### src/rtl/pfd_pkg.sv
package pfd_pkg;

  localparam int CH_N = 2;

  typedef enum logic [1:0] {
    PIN_IDLE    = 2'd0,
    PIN_LOCK    = 2'd1,
    PIN_MON     = 2'd2,
    PIN_SPECIAL = 2'd3
  } pin_kind_e;

  function automatic pin_kind_e pin_kind(input logic [1:0] lk, input logic [1:0] mn);
    if (mn == 2'b11)       return PIN_SPECIAL;
    else if (mn != 2'b00)  return PIN_MON;
    else if (lk != 2'b00)  return PIN_LOCK;
    else                   return PIN_IDLE;
  endfunction

endpackage

### src/rtl/pfd_core.sv
module pfd_core #(
  parameter int DZ_CYCLES = 2
) (
  input  logic clk,
  input  logic rst_n,
  input  logic ref_p,
  input  logic vco_p,
  input  logic sleep,
  output logic up,
  output logic dn,
  output logic done
);

  localparam int CW = (DZ_CYCLES < 2) ? 1 : $clog2(DZ_CYCLES + 1);

  logic          up_q, up_n;
  logic          dn_q, dn_n;
  logic [CW-1:0] cnt_q, cnt_n;
  logic          both;

  assign both = up_q & dn_q;
  assign done = both && (cnt_q == CW'(DZ_CYCLES - 1));

  always_comb begin
    up_n  = up_q;
    dn_n  = dn_q;
    cnt_n = cnt_q;
    if (sleep) begin
      up_n  = 1'b0;
      dn_n  = 1'b0;
      cnt_n = '0;
    end else if (both) begin
      if (done) begin
        up_n  = 1'b0;
        dn_n  = 1'b0;
        cnt_n = '0;
      end else begin
        cnt_n = cnt_q + 1'b1;
      end
    end else begin
      up_n = up_q | ref_p;
      dn_n = dn_q | vco_p;
    end
  end

  always_ff @(posedge clk or negedge rst_n) begin
    if (!rst_n) begin
      up_q  <= 1'b0;
      dn_q  <= 1'b0;
      cnt_q <= '0;
    end else begin
      up_q  <= up_n;
      dn_q  <= dn_n;
      cnt_q <= cnt_n;
    end
  end

  assign up = up_q;
  assign dn = dn_q;

endmodule

### src/rtl/pfd_lock_det.sv
module pfd_lock_det #(
  parameter int LOCK_WIN  = 2,
  parameter int LOCK_NEED = 8
) (
  input  logic clk,
  input  logic rst_n,
  input  logic up,
  input  logic dn,
  input  logic done,
  input  logic sleep,
  output logic locked
);

  localparam int EW = $clog2(LOCK_WIN + 2);
  localparam int GW = $clog2(LOCK_NEED + 1);

  logic [EW-1:0] err_q, err_n;
  logic [GW-1:0] good_q, good_n;
  logic          lock_q, lock_n;
  logic          err_sat;
  logic          good_cmp;

  assign err_sat  = (err_q == EW'(LOCK_WIN + 1));
  assign good_cmp = (err_q <= EW'(LOCK_WIN));

  always_comb begin
    err_n  = err_q;
    good_n = good_q;
    lock_n = lock_q;
    if (sleep) begin
      err_n  = '0;
      good_n = '0;
      lock_n = 1'b0;
    end else if (done) begin
      err_n = '0;
      if (good_cmp) begin
        if (good_q != GW'(LOCK_NEED)) good_n = good_q + 1'b1;
        lock_n = (good_q >= GW'(LOCK_NEED - 1));
      end else begin
        good_n = '0;
        lock_n = 1'b0;
      end
    end else if ((up ^ dn) && !err_sat) begin
      err_n = err_q + 1'b1;
    end
  end

  always_ff @(posedge clk or negedge rst_n) begin
    if (!rst_n) begin
      err_q  <= '0;
      good_q <= '0;
      lock_q <= 1'b0;
    end else begin
      err_q  <= err_n;
      good_q <= good_n;
      lock_q <= lock_n;
    end
  end

  assign locked = lock_q;

endmodule

### src/rtl/pfd_pin_mux.sv
module pfd_pin_mux
  import pfd_pkg::*;
(
  input  logic       clk,
  input  logic       rst_n,
  input  logic [1:0] lk_sel,
  input  logic [1:0] mn_sel,
  input  logic [1:0] ref_p,
  input  logic [1:0] vco_p,
  input  logic [1:0] lock_in,
  input  logic       fast_boost,
  output logic       pin_oe,
  output logic       pin_val,
  output logic [1:0] rst_req
);

  pin_kind_e  kind;
  logic       oe_n, val_n;
  logic [1:0] rst_n_d;
  logic       oe_q, val_q;
  logic [1:0] rst_q;
  logic       mon_ch;

  assign kind   = pin_kind(lk_sel, mn_sel);
  assign mon_ch = mn_sel[1];

  always_comb begin
    oe_n    = 1'b0;
    val_n   = 1'b0;
    rst_n_d = 2'b00;
    unique case (kind)
      PIN_LOCK: begin
        oe_n  = 1'b1;
        val_n = (lock_in[0] | ~lk_sel[0]) & (lock_in[1] | ~lk_sel[1]);
      end
      PIN_MON: begin
        oe_n  = 1'b1;
        val_n = lk_sel[0] ? vco_p[mon_ch] : ref_p[mon_ch];
      end
      PIN_SPECIAL: begin
        if (lk_sel == 2'b00) begin
          oe_n = fast_boost;
        end else begin
          rst_n_d = lk_sel;
        end
      end
      default: begin
        oe_n = 1'b0;
      end
    endcase
  end

  always_ff @(posedge clk or negedge rst_n) begin
    if (!rst_n) begin
      oe_q  <= 1'b0;
      val_q <= 1'b0;
      rst_q <= 2'b00;
    end else begin
      oe_q  <= oe_n;
      val_q <= val_n;
      rst_q <= rst_n_d;
    end
  end

  assign pin_oe  = oe_q;
  assign pin_val = val_q;
  assign rst_req = rst_q;

endmodule

### src/rtl/pfd_lockmux.sv
module pfd_lockmux
  import pfd_pkg::*;
#(
  parameter int DZ_CYCLES = 2,
  parameter int LOCK_WIN  = 2,
  parameter int LOCK_NEED = 8
) (
  input  logic       clk,
  input  logic       rst_n,
  input  logic [1:0] ref_pulse,
  input  logic [1:0] vco_pulse,
  input  logic [1:0] pol_pos,
  input  logic [1:0] boost,
  input  logic [1:0] force_off,
  input  logic [1:0] sleep,
  input  logic [1:0] sel_lock,
  input  logic [1:0] sel_mon,
  output logic [1:0] pump_src,
  output logic [1:0] pump_snk,
  output logic [1:0] pump_boost,
  output logic [1:0] locked,
  output logic       mon_oe,
  output logic       mon_val,
  output logic [1:0] cnt_rst
);

  logic            rst_s1_q, rst_s2_q;
  logic [CH_N-1:0] up_w, dn_w, done_w, off_w;

  // reset: asserted asynchronously, released on the clock
  always_ff @(posedge clk or negedge rst_n) begin
    if (!rst_n) begin
      rst_s1_q <= 1'b0;
      rst_s2_q <= 1'b0;
    end else begin
      rst_s1_q <= 1'b1;
      rst_s2_q <= rst_s1_q;
    end
  end

  for (genvar c = 0; c < CH_N; c++) begin : g_ch
    pfd_core #(.DZ_CYCLES(DZ_CYCLES)) core_i (
      .clk   (clk),
      .rst_n (rst_s2_q),
      .ref_p (ref_pulse[c]),
      .vco_p (vco_pulse[c]),
      .sleep (sleep[c]),
      .up    (up_w[c]),
      .dn    (dn_w[c]),
      .done  (done_w[c])
    );

    pfd_lock_det #(.LOCK_WIN(LOCK_WIN), .LOCK_NEED(LOCK_NEED)) lock_i (
      .clk    (clk),
      .rst_n  (rst_s2_q),
      .up     (up_w[c]),
      .dn     (dn_w[c]),
      .done   (done_w[c]),
      .sleep  (sleep[c]),
      .locked (locked[c])
    );

    assign off_w[c]      = force_off[c] | sleep[c];
    assign pump_src[c]   = ~off_w[c] & (pol_pos[c] ? up_w[c] : dn_w[c]);
    assign pump_snk[c]   = ~off_w[c] & (pol_pos[c] ? dn_w[c] : up_w[c]);
    assign pump_boost[c] = ~off_w[c] & boost[c];
  end

  pfd_pin_mux pin_i (
    .clk        (clk),
    .rst_n      (rst_s2_q),
    .lk_sel     (sel_lock),
    .mn_sel     (sel_mon),
    .ref_p      (ref_pulse),
    .vco_p      (vco_pulse),
    .lock_in    (locked),
    .fast_boost (boost[1]),
    .pin_oe     (mon_oe),
    .pin_val    (mon_val),
    .rst_req    (cnt_rst)
  );

endmodule

### config.mk
export PLATFORM = sky130hd
export DESIGN_NAME = pfd_lockmux
export DESIGN_NICKNAME = d
export VERILOG_FILES = /design/src/rtl/pfd_pkg.sv /design/src/rtl/pfd_core.sv /design/src/rtl/pfd_lock_det.sv /design/src/rtl/pfd_pin_mux.sv /design/src/rtl/pfd_lockmux.sv
export SDC_FILE = /design/constraint.sdc
export NUM_CORES = 1
export LEC_CHECK = 0
export BUFFER_PORTS_ARGS = -buffer_cell sky130_fd_sc_hd__buf_2
export CAP_MARGIN = 20
export CORE_UTILIZATION = 54
export CTS_BUF_LIST = sky130_fd_sc_hd__clkbuf_8 sky130_fd_sc_hd__clkbuf_16
export DETAILED_ROUTE_END_ITERATION = 8
export PLACE_DENSITY = 0.81
export SETUP_SLACK_MARGIN = 0.4
export SKIP_LAST_GASP = 1
export SYNTH_ARGS = -nofsm -noshare
export SYNTH_HDL_FRONTEND = slang
export SYNTH_HIERARCHICAL = 1
export SYNTH_SLANG_ARGS = --single-unit
### constraint.sdc
create_clock -name clk -period 0.9 [get_ports clk]
set_input_delay 0.045 -clock clk [delete_from_list [all_inputs] [get_ports clk]]
set_output_delay 0.045 -clock clk [all_outputs]
set_load 0.02 [all_outputs]
==> reports/qor.csv, run 1 <==
metric,value,unit
status,aborted with a tool error,
Fail Step,clock tree synthesis,
Err,[ERROR DPL-0033] detailed placement checks failed during check placement.,
Netlist Area Pre-Place,1500,um2
Synth Area in Compound Gates,13.4,%
CTS max path bufs,2,
cts bufs inserted,3,
GPL Wtd Cong,0.755,
# IOs,30,
Yosys reg bits,28,
"area leader, netlist",dfrtp_1,
count of cell types in the netlist,31,
Post-Syn Nets,175,
Synth top area share,46.8,%
placed wire-length estimate,2.72,mm
most common cell in the netlist,dfrtp_1,
"EDFF count, synth",0,
Die W,54.7,um
# port buffers,29,
Post-synth top flop,dfrtp_1,
post-synthesis adder-cell area fraction,7.52,%
post-synthesis cell count,148,
Synth top cells by count,"dfrtp_1 (28), inv_1 (12), nor2_1 (10)",
Site Rows,18,
Post-Synth Simple-Gate Area,23.7,%
post-synthesis sequential area ratio,46.8,%
clk sinks,28,
Ys Warns,6,
dpl ws,-493,ps
"Hold-fix buffers, CTS",1,
Synth area leaders,"dfrtp_1 (47%), ha_1 (7.5%), nand3b_1 (3.5%), nand2b_1 (3.3%), inv_1 (3.0%)",
# resized after CTS,81,
Post-DP Area,1960,um2
Post-CTS Setup Bufs,20,
Post-Synth XOR/XNOR Area,1.17,%
post-synthesis mux area share,4.18,%
clock root buffer master,clkbuf_8,
post-synthesis async set-or-reset flop share,100,%
Syn Area/Cell,10.1,um2
Initial Util,58.8,%
die height,54.7,um
largest family of logic cells by synthesized area,simple AND/OR/NAND/NOR gates,
htree depth,1,
-- through the flow --
| stage | instances | hold WS [ps] | utilization (%) |
|---|---|---|---|
| after global placement | 238 | -170 | 77.0 |
| after detailed placement | 238 | -169 | 77.0 |
| after floorplan | 148 | -251 | - |
-- cells by family after synthesis --
family,count (synthesis)
AOI/OAI and AO/OA,30
adders and majority gates,9
buffers and inverters,12
xor gates and xnor gates,2
DFF,28
muxes,5
and+or+nand+nor,61
other,1
==> run 2, diff against run 1 <==
CORE_UTILIZATION = 40   (was 54)
CTS_BUF_LIST = unset   (was sky130_fd_sc_hd__clkbuf_8 sky130_fd_sc_hd__clkbuf_16)
PLACE_DENSITY = unset   (was 0.81)
PLACE_DENSITY_LB_ADDON = 0.15   (was unset)
SETUP_SLACK_MARGIN = unset   (was 0.4)
==> run 2 against run 1 <==
Net effect:
- the flow now finishes, with violations (setup timing)
- area after synthesis unchanged
- synthesized cell count unchanged
==> reports/qor.csv, run 2 <==
metric,value,unit,change
core box area,3470,um2,
WP data arrival,1570,ps,
Power Internal,0.00211,W,
flop2flop setup slack,-450,ps,
Max IR drop VDD,0.000556,V,
Netlist Area Pre-Place,1500,um2,unchanged
GRT Resource Usage Total,20.7,%,
"area leader, netlist",dfrtp_1,,unchanged
# port buffers,29,,unchanged
Synth top area share,46.8,%,unchanged
"EDFF count, synth",0,,unchanged
static leakage,1.10,nW,
final hold violations,0,,
Starting DRT DRC Count,46,,
Setup Skew,7.80,ps,
# IOs,30,,unchanged
area of the multi-input gates,962,um2,
drt via density,5.14,,
worst r2r path cells,4,,
final worst slack,-452,ps,
Yosys reg bits,28,,unchanged
fill count,273,,
Ys Warns,6,,unchanged
count of cell types in the netlist,31,,unchanged
final instance area,2390,um2,
Post-synth top flop,dfrtp_1,,unchanged
largest register by flop count,g_ch.lock_i/good_q,,
die height,63.2,um,was 54.7 um
post-synthesis async set-or-reset flop share,100,%,unchanged
Final Max Slew Viols,0,,
Reg2Reg Launch Point,g_ch[1].core_i/cnt_q[1]$_DFFE_PN0P_,,
CTS tree,built,,
placed wire-length estimate,2.44,mm,was 2.72 mm
largest net degree at the start of global routing,27,,
Register Area,701,um2,
Post-Place Cells,257,,was 238
WL per Instance,14.6,um,
post-synthesis sequential area ratio,46.8,%,unchanged
antenna violations before repair,0,,
first-pass GRT wire length,6.57,mm,
RSZ-0062 raised after global routing,true,,
"commonest non-fill, non-tap cell in the layout",buf_4,,
Initial Util,43.2,%,was 58.8%
post-synthesis cell count,148,,unchanged
power share of the clock group,26.7,%,
Final ANT Viol Nets,0,,
Net Sw Frac,27.2,%,
WHS,28.1,ps,
clock-pin slew on the worst setup and hold paths,100,ps,
clock latency on the worst-skew pair,270,ps,
combinational share of power,25.7,%,
hold depth,3,,
Tmin final,1350,ps,
CP startpoint,g_ch[1].core_i/cnt_q[1]$_DFFE_PN0P_,,
max reg flops,8,,
most frequent cells in the layout,"buf_4 (37), dfrtp_1 (28), buf_2 (24), buf_6 (13), inv_1 (10)",,
worst flop-to-flop path endpoint,g_ch[1].lock_i/good_q[3]$_DFFE_PN0P_,,
CTS max path bufs,2,,unchanged
most common cell in the netlist,dfrtp_1,,unchanged
Syn Area/Cell,10.1,um2,unchanged
GPL Wtd Cong,0.797,,was 0.755
failing checks,setup timing,,
final setup vio count,26,,
fin nets,256,,
Site Rows,21,,was 18
routed vias,1408,,
power density over cell area,1210,nW/um2,
"non-filler cells, final",274,,
f_max,740,MHz,
die footprint,3990,um2,
Post-Syn Nets,175,,unchanged
Synth area leaders,"dfrtp_1 (47%), ha_1 (7.5%), nand3b_1 (3.5%), nand2b_1 (3.3%), inv_1 (3.0%)",,unchanged
WP data required,1120,ps,
vias in the first global route,1477,,
final WL,4.01,mm,
Ant. Diodes,0,,
clock root buffer master,clkbuf_8,,unchanged
NetSw,0.000791,W,
Pre-antenna DRT Iters,4,,
CP Max Fanout,2,,
status,"complete, but fails checks",,was aborted with a tool error
Tcrit/Tclk final,150,%,
Fin Setup TNS,-8000,ps,
Sequential Power Share,47.6,%,
Largest regs,"g_ch.lock_i/good_q x8, g_ch.core_i/cnt_q x4, g_ch.lock_i/err_q x4",,
Max-Cap Viols,0,,
Synth top cells by count,"dfrtp_1 (28), inv_1 (12), nor2_1 (10)",,unchanged
crit path launch type,register,,
htree depth,1,,unchanged
Setup Crit Path Kind,register to register,,
Overflow after GRT,0,,
Die W,63.2,um,was 54.7 um
Post-DP Area,1990,um2,was 1960 um2
Area Overhead vs Synth,59.9,%,
clk sinks,28,,unchanged
share of cells above drive strength 1,54.8,%,
Worst Hold Class,input port to register,,
Worst Setup EP,g_ch[1].lock_i/good_q[3]$_DFFE_PN0P_,,
Worst setup EP type,register,,
cts bufs inserted,3,,unchanged
DRC violations left,0,,
run 2: cell counts after synthesis:
Identical to the previous run, type by type.
run 2: what timing repair did:
action                                  in CTS  in global routing
buffers inserted                             8                  7
hold endpoints to repair                     2                  0
gates resized for setup                     41                 25
endpoints found under the setup margin      26                 30
hold buffers                                 1                  0
pin swaps                                   19                 10
run 2: power groups by stage:
stage	combinational, W	sequential, W	clock [W]
final	0.000747	0.00138	0.000774
after global routing	0.000811	0.00139	0.000854
after CTS	0.000674	0.00138	0.000798
after detailed placement	0.000555	0.00140	0
after global placement	0.000535	0.00140	0
after floorplan	0.000222	0.00145	0
run 2: worst min-delay path by stage:
stage	startpoint	endpoint
6_report	vco_pulse[0]	g_ch[0].core_i/dn$_DFFE_PN0P_
5_1_grt	vco_pulse[0]	g_ch[0].core_i/dn$_DFFE_PN0P_
4_1_cts	vco_pulse[0]	g_ch[0].core_i/dn$_DFFE_PN0P_
3_5_place_dp	rst_n	rst_s2_q$_DFF_PN0_
3_3_place_gp	rst_n	rst_s2_q$_DFF_PN0_
2_1_floorplan	rst_n	rst_s1_q$_DFF_PN0_
run 2: cell type report:
cell class              instances  area share (%)
multi-input cells             108            40.2
flip-flops and latches         28            29.3
repair buffers                 76            24.0
well taps                      46            2.40
clock buffers                   4            2.30
inverters                      12            1.88
run 2: layer usage:
| metal | up-vias | global-route usage, % | wire length [um] |
|---|---|---|---|
| li1 | 692 | - | - |
| met1 | 694 | 24.2 | 1750 |
| met2 | 18 | 38.6 | 2140 |
| met3 | 4 | 3.08 | 72 |
| met4 | 0 | 6.25 | 42 |
| met5 | - | 0 | 0 |
run 2: logic make-up (layout without fill, tap and decap cells):
| group | count (synthesis) | after routing | share of synthesized area [%] |
|---|---|---|---|
| compound gates | 30 | 30 | 13.4 |
| fa+ha+maj | 9 | 9 | 7.52 |
| buf+inv | 12 | 92 | 3.01 |
| other cells | 1 | 1 | 0.250 |
| xor+xnor | 2 | 2 | 1.17 |
| mux | 5 | 5 | 4.18 |
| flops | 28 | 28 | 46.8 |
| simple gates | 61 | 61 | 23.7 |
run 2: stage by stage:
stage	power (W)	setup slack, ps	utilization (%)
finish	0.00290	-452	69.0
global route	0.00306	-507	69.0
CTS	0.00285	-414	65.5
detailed placement	0.00196	-445	57.5
global placement	0.00194	-428	57.5
floorplan	0.00167	-483	-
run 2: worst max-delay path, stage by stage (launching register included):
cell and delay [ps]:
dfrtp_1 390, and4b_4 360, nand2b_4 60, or4_4 410
nand3_2 70
No activity file was read; power rests on OpenSTA's default activity.
